### src/rtl/fscale_pkg.sv
package fscale_pkg;

    typedef enum logic [1:0] {
        ST_IDLE,
        ST_REQ,
        ST_APPLY,
        ST_SETTLE
    } seq_state_e;

endpackage

### src/rtl/fscale_divider.sv
module fscale_divider #(
    parameter int CODE_W = 4
) (
    input  logic              clk,
    input  logic              rst_n,
    input  logic              load_i,
    input  logic [CODE_W-1:0] code_i,
    output logic              en_o,
    output logic              pend_o,
    output logic [CODE_W-1:0] div_o
);

    typedef struct packed {
        logic [CODE_W-1:0] cnt;
        logic [CODE_W-1:0] div;
        logic [CODE_W-1:0] pdiv;
        logic              pend;
    } div_state_t;

    div_state_t q, d;
    logic       boundary;
    logic       pend_now;

    assign boundary = (q.cnt == q.div);
    assign pend_now = load_i | q.pend;

    always_comb begin
        d      = q;
        d.pend = pend_now;
        if (load_i) begin
            d.pdiv = code_i;
        end
        if (boundary) begin
            d.cnt = '0;
            if (pend_now) begin
                d.div  = load_i ? code_i : q.pdiv;
                d.pend = 1'b0;
            end
        end else begin
            d.cnt = q.cnt + 1'b1;
        end
    end

    always_ff @(posedge clk) begin
        if (!rst_n) begin
            q <= '0;
        end else begin
            q <= d;
        end
    end

    assign en_o   = boundary;
    assign pend_o = q.pend;
    assign div_o  = q.div;

    // the divisor register moves only when the period ends
    p_div_at_edge_r3: assert property (@(posedge clk) disable iff (!rst_n)
        (q.cnt != q.div) |=> (q.div == $past(q.div)));

    // the counter never runs past the active divisor
    p_cnt_bound_r2: assert property (@(posedge clk) disable iff (!rst_n)
        q.cnt <= q.div);

endmodule

### src/rtl/fscale_ratio_check.sv
module fscale_ratio_check #(
    parameter int NUM_GRP = 4,
    parameter int CODE_W  = 4
) (
    input  logic [NUM_GRP-1:0][CODE_W-1:0] cur_i,
    input  logic [NUM_GRP-1:0][CODE_W-1:0] nxt_i,
    output logic                           uniform_o,
    output logic [CODE_W-1:0]              max_o
);

    localparam int MAX_K = 1 << CODE_W;
    localparam int PW    = 2 * CODE_W + 2;
    localparam logic [PW-1:0] ONE = PW'(1);

    logic          all_match;
    logic [PW-1:0] cur_val;
    logic [PW-1:0] nxt_val;
    logic [PW-1:0] prod;

    // uniform when one integer factor maps every current divisor to its new one
    always_comb begin
        uniform_o = 1'b0;
        all_match = 1'b0;
        cur_val   = '0;
        nxt_val   = '0;
        prod      = '0;
        for (int k = 1; k <= MAX_K; k++) begin
            all_match = 1'b1;
            for (int g = 0; g < NUM_GRP; g++) begin
                cur_val = PW'(cur_i[g]) + ONE;
                nxt_val = PW'(nxt_i[g]) + ONE;
                prod    = cur_val * PW'(k);
                if (prod != nxt_val) begin
                    all_match = 1'b0;
                end
            end
            if (all_match) begin
                uniform_o = 1'b1;
            end
        end
    end

    always_comb begin
        max_o = '0;
        for (int g = 0; g < NUM_GRP; g++) begin
            if (nxt_i[g] > max_o) begin
                max_o = nxt_i[g];
            end
        end
    end

endmodule

### src/rtl/fscale_sequencer.sv
module fscale_sequencer
    import fscale_pkg::*;
#(
    parameter int NUM_GRP = 4,
    parameter int CODE_W  = 4
) (
    input  logic                           clk,
    input  logic                           rst_n,
    input  logic                           trigger_i,
    input  logic [NUM_GRP-1:0][CODE_W-1:0] req_codes_i,
    input  logic                           uniform_i,
    input  logic [CODE_W-1:0]              max_code_i,
    input  logic                           halt_ack_i,
    input  logic                           any_pend_i,
    output logic                           load_o,
    output logic [NUM_GRP-1:0][CODE_W-1:0] nxt_codes_o,
    output logic                           halt_o,
    output logic                           busy_o,
    output logic                           done_o,
    output logic                           err_o
);

    typedef struct packed {
        seq_state_e                     st;
        logic [NUM_GRP-1:0][CODE_W-1:0] nxt;
        logic [CODE_W-1:0]              cnt;
        logic [CODE_W-1:0]              smax;
        logic                           load;
        logic                           halt;
        logic                           done;
        logic                           err;
    } seq_t;

    seq_t q, d;

    always_comb begin
        d      = q;
        d.load = 1'b0;
        d.done = 1'b0;
        if (trigger_i && (q.st != ST_IDLE)) begin
            d.err = 1'b1;
        end
        case (q.st)
            ST_IDLE: begin
                if (trigger_i) begin
                    d.nxt  = req_codes_i;
                    d.smax = max_code_i;
                    if (uniform_i) begin
                        d.st   = ST_APPLY;
                        d.load = 1'b1;
                    end else begin
                        d.st   = ST_REQ;
                        d.halt = 1'b1;
                    end
                end
            end
            ST_REQ: begin
                if (halt_ack_i) begin
                    d.load = 1'b1;
                    d.st   = ST_APPLY;
                end
            end
            ST_APPLY: begin
                if (!q.load && !any_pend_i) begin
                    if (q.halt) begin
                        d.st  = ST_SETTLE;
                        d.cnt = '0;
                    end else begin
                        d.st   = ST_IDLE;
                        d.done = 1'b1;
                    end
                end
            end
            ST_SETTLE: begin
                if (q.cnt == q.smax) begin
                    d.halt = 1'b0;
                    d.done = 1'b1;
                    d.st   = ST_IDLE;
                end else begin
                    d.cnt = q.cnt + 1'b1;
                end
            end
            default: d.st = ST_IDLE;
        endcase
    end

    always_ff @(posedge clk) begin
        if (!rst_n) begin
            q <= '0;
        end else begin
            q <= d;
        end
    end

    assign load_o      = q.load;
    assign nxt_codes_o = q.nxt;
    assign halt_o      = q.halt;
    assign busy_o      = (q.st != ST_IDLE);
    assign done_o      = q.done;
    assign err_o       = q.err;

    // request held while the acknowledge is absent
    p_req_hold_r6: assert property (@(posedge clk) disable iff (!rst_n)
        (q.st == ST_REQ && !halt_ack_i) |=> q.halt);

    // nothing is loaded ahead of the acknowledge
    p_no_early_load_r6: assert property (@(posedge clk) disable iff (!rst_n)
        (q.st == ST_REQ && !halt_ack_i) |=> !q.load);

    // uniform requests never halt the system
    p_uniform_no_halt_r4: assert property (@(posedge clk) disable iff (!rst_n)
        (q.st == ST_IDLE && trigger_i && uniform_i) |=> !q.halt);

    // the halt drops only together with completion
    p_halt_fall_done_r7: assert property (@(posedge clk) disable iff (!rst_n)
        $fell(q.halt) |-> q.done);

    // completion lasts one cycle and coincides with idle
    p_done_pulse_r9: assert property (@(posedge clk) disable iff (!rst_n)
        q.done |=> !q.done);

    p_done_idle_r9: assert property (@(posedge clk) disable iff (!rst_n)
        q.done |-> (q.st == ST_IDLE));

    // error flag is sticky
    p_err_sticky_r8: assert property (@(posedge clk) disable iff (!rst_n)
        q.err |=> q.err);

endmodule

### src/rtl/fscale_ctrl.sv
module fscale_ctrl #(
    parameter int NUM_GRP = 4,
    parameter int CODE_W  = 4
) (
    input  logic                      clk,
    input  logic                      rst_n,
    input  logic                      trigger_i,
    input  logic [NUM_GRP*CODE_W-1:0] new_div_i,
    input  logic                      halt_ack_i,
    output logic                      halt_req_o,
    output logic                      busy_o,
    output logic                      done_o,
    output logic                      err_o,
    output logic [NUM_GRP-1:0]        grp_en_o
);

    logic [NUM_GRP-1:0][CODE_W-1:0] req_codes;
    logic [NUM_GRP-1:0][CODE_W-1:0] cur_codes;
    logic [NUM_GRP-1:0][CODE_W-1:0] nxt_codes;
    logic [NUM_GRP-1:0]             pend;
    logic                           uniform;
    logic [CODE_W-1:0]              max_code;
    logic                           load;

    assign req_codes = new_div_i;

    for (genvar g = 0; g < NUM_GRP; g++) begin : g_grp
        fscale_divider #(.CODE_W(CODE_W)) i_div (
            .clk    (clk),
            .rst_n  (rst_n),
            .load_i (load),
            .code_i (nxt_codes[g]),
            .en_o   (grp_en_o[g]),
            .pend_o (pend[g]),
            .div_o  (cur_codes[g])
        );
    end

    fscale_ratio_check #(.NUM_GRP(NUM_GRP), .CODE_W(CODE_W)) i_ratio (
        .cur_i     (cur_codes),
        .nxt_i     (req_codes),
        .uniform_o (uniform),
        .max_o     (max_code)
    );

    fscale_sequencer #(.NUM_GRP(NUM_GRP), .CODE_W(CODE_W)) i_seq (
        .clk         (clk),
        .rst_n       (rst_n),
        .trigger_i   (trigger_i),
        .req_codes_i (req_codes),
        .uniform_i   (uniform),
        .max_code_i  (max_code),
        .halt_ack_i  (halt_ack_i),
        .any_pend_i  (|pend),
        .load_o      (load),
        .nxt_codes_o (nxt_codes),
        .halt_o      (halt_req_o),
        .busy_o      (busy_o),
        .done_o      (done_o),
        .err_o       (err_o)
    );

endmodule

### config.mk
export PLATFORM = sky130hd
export DESIGN_NAME = fscale_ctrl
export DESIGN_NICKNAME = d
export VERILOG_FILES = /design/src/rtl/fscale_pkg.sv /design/src/rtl/fscale_divider.sv /design/src/rtl/fscale_ratio_check.sv /design/src/rtl/fscale_sequencer.sv /design/src/rtl/fscale_ctrl.sv
export SDC_FILE = /design/constraint.sdc
export NUM_CORES = 1
export LEC_CHECK = 0
export ABC_AREA = 1
export ABC_CLOCK_PERIOD_IN_PS = 9000
export BUFFER_PORTS_ARGS = -buffer_cell sky130_fd_sc_hd__buf_2
export CAP_MARGIN = 20
export CORE_MARGIN = 3
export CORE_UTILIZATION = 35
export DETAILED_ROUTE_END_ITERATION = 12
export MAX_ROUTING_LAYER = met4
export PLACE_DENSITY = 0.61
export SYNTH_ARGS = -nofsm -noshare
export SYNTH_HDL_FRONTEND = slang
export SYNTH_HIERARCHICAL = 1
export SYNTH_SLANG_ARGS = --single-unit
export TNS_END_PERCENT = 10
### constraint.sdc
create_clock -name clk -period 9 [get_ports clk]
set_input_delay 1.35 -clock clk [delete_from_list [all_inputs] [get_ports clk]]
set_output_delay 1.35 -clock clk [all_outputs]
set_load 0.05 [all_outputs]
==> results of run 1 <==
-- power by group through the flow --
stage	combinational [W]	clock, W	sequential [W]
final	0.00255	0.000389	0.000501
after global routing	0.00282	0.000417	0.000512
after CTS	0.00252	0.000401	0.000501
after detailed placement	0.00251	0	0.000509
after global placement	0.00249	0	0.000507
after floorplan	0.00186	0	0.000485
-- cell families (layout without fill, tap and decap cells) --
| kind of cell | count (synthesis) | in the layout | share of synthesized area, % |
|---|---|---|---|
| AOI/OAI and AO/OA | 152 | 152 | 5.589 |
| xor gates and xnor gates | 102 | 102 | 6.239 |
| adders and majority gates | 252 | 252 | 25.16 |
| buffers and inverters | 420 | 409 | 12.40 |
| DFF | 82 | 82 | 11.37 |
| other | 1 | 2 | 0.02597 |
| and+or+nand+nor | 1305 | 1305 | 39.21 |
-- registers in the layout (all words and copies together) (netlist names) --
register	flops
g_grp.i_div/div_o	16
i_seq/halt_o	1
g_grp.i_div/q	32
i_seq/err_o	1
i_seq/done_o	1
i_seq/nxt_codes_o	16
g_grp.i_div/pend_o	4
i_seq/load_o	1
i_seq/q	10
-- per-layer routing --
layer  wire length, um  vias up  track usage (%)
met5                 0        -                -
met4              2678        0            10.69
met3              3332      103            2.222
met2             24190      544            39.59
met1             23040     6740            31.77
li1                  -     7153                -
-- layout by cell type (no fill, tap or decap), types with 3 or more instances in the layout --
master and n:
xor2_1 72, nor3_1 8, xnor2_1 29, nor2_1 298, o211ai_1 3, nand3_4 4
nor2_4 5, clkbuf_1 3, ha_1 188, nand2_2 28, or2_2 10, o21ai_1 19
nand3_1 155, buf_4 6, nor2_2 21, fa_1 64, nand3b_1 9, nand3_2 6
dfxtp_1 82, nor2_8 4, o21ai_0 63, inv_1 335, o21a_1 3, clkbuf_16 9
nand4_1 56, inv_2 24, or2_1 13, nand2_1 685, a21oi_1 51, buf_2 27
-- how the worst max path moves through the flow --
stage / endpoint / slack, ps / startpoint / cells past startpoint
final: i_seq/q[29]$_SDFFE_PN0P_ / 3190 / g_grp[3].i_div/div_o[0]$_SDFFE_PN0P_ / 20
after global routing: i_seq/halt_o$_SDFFE_PN0P_ / 2910 / g_grp[3].i_div/div_o[0]$_SDFFE_PN0P_ / 20
after CTS: i_seq/halt_o$_SDFFE_PN0P_ / 3220 / g_grp[3].i_div/div_o[0]$_SDFFE_PN0P_ / 20
after detailed placement: i_seq/q[29]$_SDFFE_PN0P_ / 3260 / g_grp[3].i_div/div_o[0]$_SDFFE_PN0P_ / 20
after global placement: i_seq/q[29]$_SDFFE_PN0P_ / 3260 / g_grp[3].i_div/div_o[0]$_SDFFE_PN0P_ / 24
after floorplan: i_seq/q[5]$_SDFFE_PN0P_ / 4450 / new_div_i[0] / 23
-- worst max-delay path, cell delays in order, from the launching register on --
cell and delay, ps:
dfxtp_1 790, inv_1 320, ha_1 790, inv_1 380, ha_1 450, inv_1 80, fa_1 520, fa_1 490
o21ai_0 370, nand3_1 230, nand4_1 150, nor2_1 50, nand3_1 120, nand2_1 70, nor2_1 90, nand3_1 270
nand2_1 180, nor3b_1 190, nand2_1 80, nand2_1 50, inv_1 30
-- area by class of cell --
| type | count | area share [%] |
|---|---|---|
| diodes | 1 | 0.01652 |
| multi-input cells | 1812 | 72.64 |
| flip-flops and latches | 82 | 10.83 |
| inverters | 360 | 8.918 |
| repair buffers | 33 | 1.189 |
| well taps | 525 | 4.335 |
| clock buffers | 12 | 1.561 |
| clock inverters | 4 | 0.5037 |
-- per-stage QoR --
stage	setup WS [ps]	total power (W)	utilization, %	cells	hold WS (ps)
global placement	3261	0.002997	36.83	2812	454.1
floorplan	4447	0.002345	-	2314	443.1
CTS	3218	0.003422	37.61	2828	474.5
global route	2911	0.003753	37.62	2829	493.2
finish	3186	0.003437	37.62	2829	467.3
detailed placement	3262	0.003015	36.83	2812	459.1
==> results.txt, run 1 <==
Synth Flop Type: dfxtp_1
Layout cells sized above 1: 6.557%
Post-synthesis cell area: 14440 um^2
P_leak: 8.415 nW
Area grow syn2layout: 4.939%
RSZ-0062 raised after global routing: false
Die Span Y: 209.1 um
Fin nets: 2570
Cell Rows: 73
WHS Path Cells: 2
Startpoint Class: flop
R2r worst-path depth: 20
Skew final: 8.388 ps
Critical Path RT: 9240 ps
Maximum fanout along the worst path: 16
Overall die area: 43730 um^2
Post-DRT Antenna Nets: 0
Pin count of the biggest net entering global routing: 49
Post-CTS Setup Inserts: 0
IO buf count: 27
Final HPWL DP: 43.76 mm
Net Sw Frac: 56.05%
Post-synth ARST share: 0%
Post-DP Area: 14840 um^2
Pwr Density: 226.8 nW/um^2
Cts hold-fix bufs: 0
Setup TNS Final: 0 ps
Synthesized area per cell: 6.240 um^2
Final instance area: 15150 um^2
Critical path type: flop to flop
RR Startpoint: g_grp[3].i_div/div_o[0]$_SDFFE_PN0P_
Top cell type's share of synthesized area: 17.81%
Clock-pin slew on the worst setup and hold paths: 60 ps
Fin crit period: 5814 ps
Worst EP arrival: 6060 ps
Root Driver: clkbuf_16
Setup violations, final: 0
Leading area contributor after synthesis: nand2_1
Synth cell count leaders: nand2_1, inv_1, nor2_1, ha_1, nand3_1
Die Wd: 209.1 um
Power Internal: 0.001510 W
Via density per instance: 5.140
Final Cycle Share: 64.60%
First-pass GRT wire length: 80.92 mm
Multi-input combinational cell area: 11010 um^2
Peak supply drop: 224.3 uV
Pins Over Slew Limit: 0
Clk_lat worst skew: 340 ps
H-tree depth: 3
Clock tree buffer depth: 2
Final Hold Viols: 0
Yosys cell types: 44
Reg power frac: 14.6%
Post-synthesis sequential area ratio: 11.37%
Post-synthesis register bit count: 82
R2R Setup Slk: 3190 ps
Clock sink total: 82
Via count: 14540
DR iter-0 viols: 1316
Vias in the first global route: 13870
Fill cells: 4393
Most common cell in the synthesized netlist: nand2_1
Core box area: 40280 um^2
Post-synth EDFFs: 0
Worst-margin pin slew: 836.6 ps
DRT Pass-1 Iters: 6
Clock share of power: 11.3%
GRT overflow: 0
DRC: 0
Seq. cell area: 1642 um^2
Max-Cap Viols: 0
Comb pwr share: 74.1%
Outcome: complete, no violations
Relative slew slack: 44.23%
CTS tree: done
DR WL/cell: 18.82 um
Worst min-delay path endpoint: i_seq/err_o$_SDFFE_PN0P_
Synth warn: 6
WL final: 53.24 mm
End of the worst register-to-register path: i_seq/q[29]$_SDFFE_PN0P_
Initial Utilization: 35.85%
CTS Buf Count: 9
CP endpoint kind: flop
CTS resizes: 0
Sw power: 0.001927 W
Routability congestion estimate: 1.034
Hold Path Origin: i_seq/err_o$_SDFFE_PN0P_
I/O Pins: 28
Synth Instances: 2314
Hold Crit Class: flop to flop
Dominant cells by area after synthesis: nand2_1, ha_1, dfxtp_1
Initial antenna violation count: 1
Syn_nets: 2586
FMAX: 0.1720 GHz
Tot GR Track Use: 24.65%
Power figures use the tool's default switching activity.
==> run 2, diff against run 1 <==
ABC_CLOCK_PERIOD_IN_PS = 5200   (was 9000)
PLACE_DENSITY = 0.62   (was 0.61)
clock period = 5.2 ns   (was 9 ns; I/O delays follow)
==> run 2 against run 1 <==
Combinational power rose by 75%; first-iteration DRC count decreased by 6.6%; sequential share of layout area fell by 0.14 points; critical path depth rose by 6; cell count up 1.1%; largest cell class unchanged; largest power group unchanged; sequential power is 71% higher; worst setup slack got worse by 2700 ps; register-to-register slack got worse by 2700 ps; non-clock buffer count is 31 higher; sequential cell count is the same; fmax grew 23%.
==> results.txt, run 2 (synthesis gave the netlist of run 1 again) <==
Max incr delay on CP: 660 ps
Multi-input combinational cell area: 11010 um^2
Critical Path RT: 5440 ps
Hold Path Origin: i_seq/q[5]$_SDFFE_PN0P_
Die Wd: 209.1 um
Pwr Density: 385.3 nW/um^2
CP endpoint kind: flop
Final Cycle Share: 90.81%
H-tree depth: 3
Pin count of the biggest net entering global routing: 49
WP buf/inv: 5
DR iter-0 viols: 1229
Final Hold Viols: 0
Top reg by flops: g_grp.i_div/q
CTS resizes: 0
Max-Cap Viols: 0
FMAX: 0.2118 GHz
Hold WS: 467.8 ps
Setup violations, final: 0
Maximum fanout along the worst path: 14
Tot GR Track Use: 23.54%
GRT overflow: 0
I/O Pins: 28
CTS Buf Count: 9
Crit path from: g_grp[0].i_div/div_o[2]$_SDFFE_PN0P_
First-pass GRT wire length: 77.54 mm
Clock tree buffer depth: 2
RSZ-0062 raised after global routing: false
CP max-delay cell: dfxtp_1
Cell Rows: 73
Die Span Y: 209.1 um
Layout cells sized above 1: 7.883%
Clk_lat worst skew: 340 ps
CTS tree: done
Vias in the first global route: 13780
Pins Over Slew Limit: 0
Peak supply drop: 284.0 uV
Overall die area: 43730 um^2
Leading cell types in the layout, fill and taps excluded: nand2_1, inv_1, nor2_1, ha_1, nand3_1
Post-DRT Antenna Nets: 0
DR WL/cell: 17.77 um
Fill cells: 4311
Clock sink total: 82
RR Startpoint: g_grp[0].i_div/div_o[2]$_SDFFE_PN0P_
Area grow syn2layout: 6.343%
Root Driver: clkbuf_16
Setup TNS Final: 0 ps
Via density per instance: 5.059
Routability congestion estimate: 1.070
CP delay by family, top: simple AND/OR/NAND/NOR gates
Relative slew slack: 42.12%
Fin crit period: 4722 ps
Seq. cell area: 1642 um^2
Outcome: complete, no violations
IO buf count: 27
Initial antenna violation count: 1
Post-CTS Setup Inserts: 0
WL final: 50.83 mm
DRT Pass-1 Iters: 6
Max FFs per register: 32
Initial Utilization: 35.85%
Hold Crit Class: flop to flop
P_leak: 8.551 nW
Fin nets: 2601
Clock-pin slew on the worst setup and hold paths: 60 ps
Final HPWL DP: 42.58 mm
Cts hold-fix bufs: 0
Most used cell, CP: nand2_1
Via count: 14470
Core box area: 40280 um^2
Startpoint Class: flop
Worst-margin pin slew: 865.0 ps
DRC: 0
Critical path type: flop to flop
Skew final: 8.067 ps
Worst EP arrival: 4960 ps
Most common cell after layout, fill and taps aside: nand2_1
run 2: cell count changes in the layout (fill, tap and decap cells not counted), sizes merged:
cell and change:
buf +31, bufinv -2, clkinv +2
run 2: final timing paths:
check,to,slack [ps],cells after the start
worst max-delay path,i_seq/q[29]$_SDFFE_PN0P_,480,26
worst min-delay path,i_seq/q[5]$_SDFFE_PN0P_,470,2
worst max register to register,i_seq/q[29]$_SDFFE_PN0P_,480,26
worst min register to register,i_seq/q[5]$_SDFFE_PN0P_,470,2
run 2: cell type report:
type / count / share of cell area, %
well taps: 525 / 4.278
diodes: 1 / 0.01630
inverters: 360 / 8.801
repair buffers: 64 / 2.689
multi-input cells: 1812 / 71.68
clock buffers: 12 / 1.670
flip-flops and latches: 82 / 10.69
clock inverters: 4 / 0.1711
run 2: worst min-delay path, delay by kind of cell (launching register included):
kind                   cells  cell delay, ps
DFF                        1             300
buffers and inverters      1              60
AOI/OAI and AO/OA          1              50
run 2: metal layers:
| layer | track usage, % | up-vias | wire length (um) |
|---|---|---|---|
| met5 | - | - | 0 |
| met2 | 36.43 | 527 | 22230 |
| met1 | 30.73 | 6609 | 22450 |
| met4 | 11.04 | 0 | 2710 |
| met3 | 2.792 | 113 | 3436 |
| li1 | - | 7220 | - |
run 2: through the flow:
stage	cells	setup WS [ps]	power, W	instance area (um^2)	util, %
after CTS	2859	576.4	0.005898	15350	38.11
after floorplan	2314	1141	0.004058	14440	-
after global routing	2860	188.0	0.006480	15350	38.12
after detailed placement	2843	468.9	0.005268	15070	37.41
final	2860	477.9	0.005917	15350	38.12
after global placement	2843	622.4	0.005214	15070	37.41
run 2: where the power goes:
group	internal, W	switching, W	leakage, nW
clock	0.000348	0.000248	0.139
sequential	0.000741	0.000117	0.668
combinational	0.00151	0.00295	7.74
==> run 3, diff against run 2 <==
ABC_AREA = 0   (was 1)
==> run 3 against run 2 <==
Global-route usage down 2.3 points; first-iteration DRC count fell by 29%; register-to-register slack worse by 260 ps; sequential cell count did not move; fmax down 5.3%; count of clock-buffer cells in the layout down 3; critical path depth fell by 10; via count fell by 26%; final area down 6.9%; critical endpoint is now i_seq/q[28]$_SDFFE_PN0P_; largest cell class unchanged.
==> results.txt, run 3 <==
Global routing's busiest layer: met2
Synth warn: 6
Most common cell after layout, fill and taps aside: ha_1
Synth cell count leaders: ha_1, xnor2_1, inv_1, nand2_1, dfxtp_1
Peak supply drop: 279.7 uV
Via count: 10660
Die Wd: 198.5 um
FMAX: 0.2006 GHz
Fill cells: 3604
Leading cell types in the layout, fill and taps excluded: ha_1, xnor2_1, inv_1, nand2_1, buf_4
WP buf/inv: 2
WL final: 40.51 mm
Post-synthesis register bit count: 82
Root Driver: clkbuf_16
XOR/XNOR Fraction of Synth Area: 21.43%
Layout cells sized above 1: 14.73%
Final HPWL DP: 33.77 mm
Via density per instance: 5.397
CP delay by family, top: simple AND/OR/NAND/NOR gates
Pins Over Slew Limit: 0
Fin crit period: 4986 ps
Final Hold Viols: 0
Most common cell in the synthesized netlist: ha_1
Hold Crit Class: flop to flop
Net Sw Frac: 34.18%
Compound-Gate Fraction of Synth Area: 9.465%
Sw power: 0.0006499 W
Leading area contributor after synthesis: ha_1
P_leak: 6.917 nW
Hold Path Origin: i_seq/nxt_codes_o[15]$_SDFFE_PN0P_
Outcome: complete, no violations
DRT Pass-1 Iters: 5
Overall die area: 39400 um^2
Clock sink total: 82
Clock tree buffer depth: 2
Relative slew slack: 28.71%
Finished Layout Cells: 1975
Final design utilization: 39.69%
Top cell type's share of synthesized area: 18.14%
Met1 Track Usage GR: 28.38%
Core box area: 36000 um^2
DR iter-0 viols: 877
Die Span Y: 198.5 um
GRT overflow: 0
Synth Instances: 1457
Clock share of power: 32.7%
Worst-margin pin slew: 1060 ps
Multiplexer area fraction after synthesis: 4.081%
Worst min-delay path endpoint: i_seq/nxt_codes_o[15]$_SDFFE_PN0P_
Hold WS: 462.1 ps
WHS Path Cells: 2
Post-synth ARST share: 0%
Yosys cell types: 75
Max incr delay on CP: 550 ps
CTS Buf Count: 9
Maximum fanout along the worst path: 5
Initial Utilization: 36.02%
Max FFs per register: 32
Clock-pin slew on the worst setup and hold paths: 70 ps
Comb pwr share: 30.8%
RR Startpoint: g_grp[0].i_div/div_o[0]$_SDFFE_PN0P_
Reg power frac: 36.4%
Pin count of the biggest net entering global routing: 72
Skew final: 8.561 ps
Clk_lat worst skew: 340 ps
CP endpoint kind: flop
Vias in the first global route: 10560
Post-synth EDFFs: 0
Worst EP arrival: 5220 ps
Simple-gate share of the synthesized area: 16.25%
IO buf count: 27
Top reg by flops: g_grp.i_div/q
Pwr Density: 133.1 nW/um^2
Cells after DPL: 1957
Synth Flop Type: dfxtp_1
Critical path type: flop to flop
GRT met2 Usage: 32.65%
Setup violations, final: 0
Fin nets: 1781
R2r worst-path depth: 16
Largest family of logic cells by synthesized area: adder cells
DR WL/cell: 20.51 um
Post-synthesis cell area: 12970 um^2
Post-synthesis sequential area ratio: 12.66%
Adder-Cell Fraction of Synth Area: 28.09%
Initial antenna violation count: 0
Critical Path RT: 5440 ps
Syn_nets: 1729
Cell Rows: 69
End of the worst register-to-register path: i_seq/q[28]$_SDFFE_PN0P_
Area grow syn2layout: 10.19%
Tot GR Track Use: 21.20%
Crit path cell chain: inv_1, ha_1, inv_1, ha_1, ha_1, ha_1, or4_1, a221oi_1, o311a_1, o221ai_1, nor4_1, nand4_1, a2111oi_2, or4_1, nor2_1, o311a_1
Synthesized area per cell: 8.901 um^2
CP max-delay cell: or4_1
Met3 usage in global routing: 2.608%
Startpoint Class: flop
First-pass GRT wire length: 61.98 mm
Antenna diodes: 0
Most used cell, CP: ha_1
Routability congestion estimate: 1.042
Max-Cap Viols: 0
H-tree depth: 3
DRC: 0
Post-DRT Antenna Nets: 0
R2R Setup Slk: 210 ps
I/O Pins: 28
Final Cycle Share: 95.89%
Power Internal: 0.001252 W
CTS tree: done
Dominant cells by area after synthesis: ha_1, dfxtp_1, xnor2_1
## run 3: cell types whose count changed after synthesis, moves of 23 or more
cell     before  now
nand3_1     155   46
nor4_1        0   34
xnor2_1      29  176
nand2_1     685   90
and2_1        0   23
mux2i_1       0   27
nor2_1      298   49
nand2_2      28    0
inv_1       335  145
nor2b_1       0   29
o21ai_0      63   21
## run 3: metal layers
layer / vias to the layer above / share of wire (%)
met5: - / 0
met4: 0 / 4.6
met3: 84 / 7.0
met2: 372 / 44
met1: 5148 / 44
li1: 5056 / -
## run 3: how the worst max path moves through the flow
stage | endpoint | cells past startpoint | start | slack [ps]
after floorplan | i_seq/q[4]$_SDFFE_PN0P_ | 29 | new_div_i[0] | 2
final | i_seq/q[28]$_SDFFE_PN0P_ | 16 | g_grp[0].i_div/div_o[0]$_SDFFE_PN0P_ | 210
after global placement | i_seq/q[7]$_SDFFE_PN0P_ | 31 | new_div_i[0] | -190
after detailed placement | i_seq/q[5]$_SDFFE_PN0P_ | 31 | new_div_i[0] | -320
after global routing | i_seq/q[5]$_SDFFE_PN0P_ | 31 | new_div_i[0] | -90
after CTS | i_seq/q[5]$_SDFFE_PN0P_ | 31 | new_div_i[0] | 30
## run 3: what timing repair did
item | 4_1_cts | 5_1_grt
gates resized for setup | 0 | 25
endpoints found under the setup margin | 0 | 8
buffers inserted | 0 | 1
hold buffers | 0 | 0
## run 3: layout make-up
cell class / count / area [um^2] / share of cell area, %
Multi-Input combinational cell: 1146 / 10370 / 72.56
Timing Repair Buffer: 118 / 834.6 / 5.840
Tap cell: 461 / 576.8 / 4.036
Inverter: 152 / 573.1 / 4.010
Sequential cell: 82 / 1644 / 11.51
Clock inverter: 7 / 67.56 / 0.4728
Clock buffer: 9 / 225.2 / 1.576
## run 3: stage by stage
stage | cell area (um^2) | setup slack (ps) | total power (W) | TNS, ps
after CTS | 14180 | 31.73 | 0.001893 | 0
after global routing | 14290 | -91.90 | 0.002001 | -224.4
after floorplan | 12970 | 1.866 | 0.001133 | 0
after detailed placement | 13880 | -323.2 | 0.001268 | -1117
after global placement | 13880 | -188.8 | 0.001257 | -684.1
final | 14290 | 213.8 | 0.001902 | 0
## run 3: power by group through the flow
stage,Combinational [W],Sequential (W),Clock (W)
final,0.000586,0.000693,0.000623
after global routing,0.000640,0.000698,0.000663
after CTS,0.000564,0.000693,0.000636
after detailed placement,0.000561,0.000707,0
after global placement,0.000551,0.000706,0
after floorplan,0.000425,0.000708,0
## run 3: cell families after synthesis
logic type,Yosys count
mux,49
xor+xnor,276
buf+inv,229
compound gates,177
simple gates,390
fa+ha+maj,253
flops,82
other cells,1
## run 3: worst reg2reg max path: cells and delay by family (launching register included)
family                     cells  cell delay (ps)
adders and majority gates      4             1230
and+or+nand+nor                5             1470
buffers and inverters          2              270
DFF                            1              490
AOI/OAI and AO/OA              5             1410
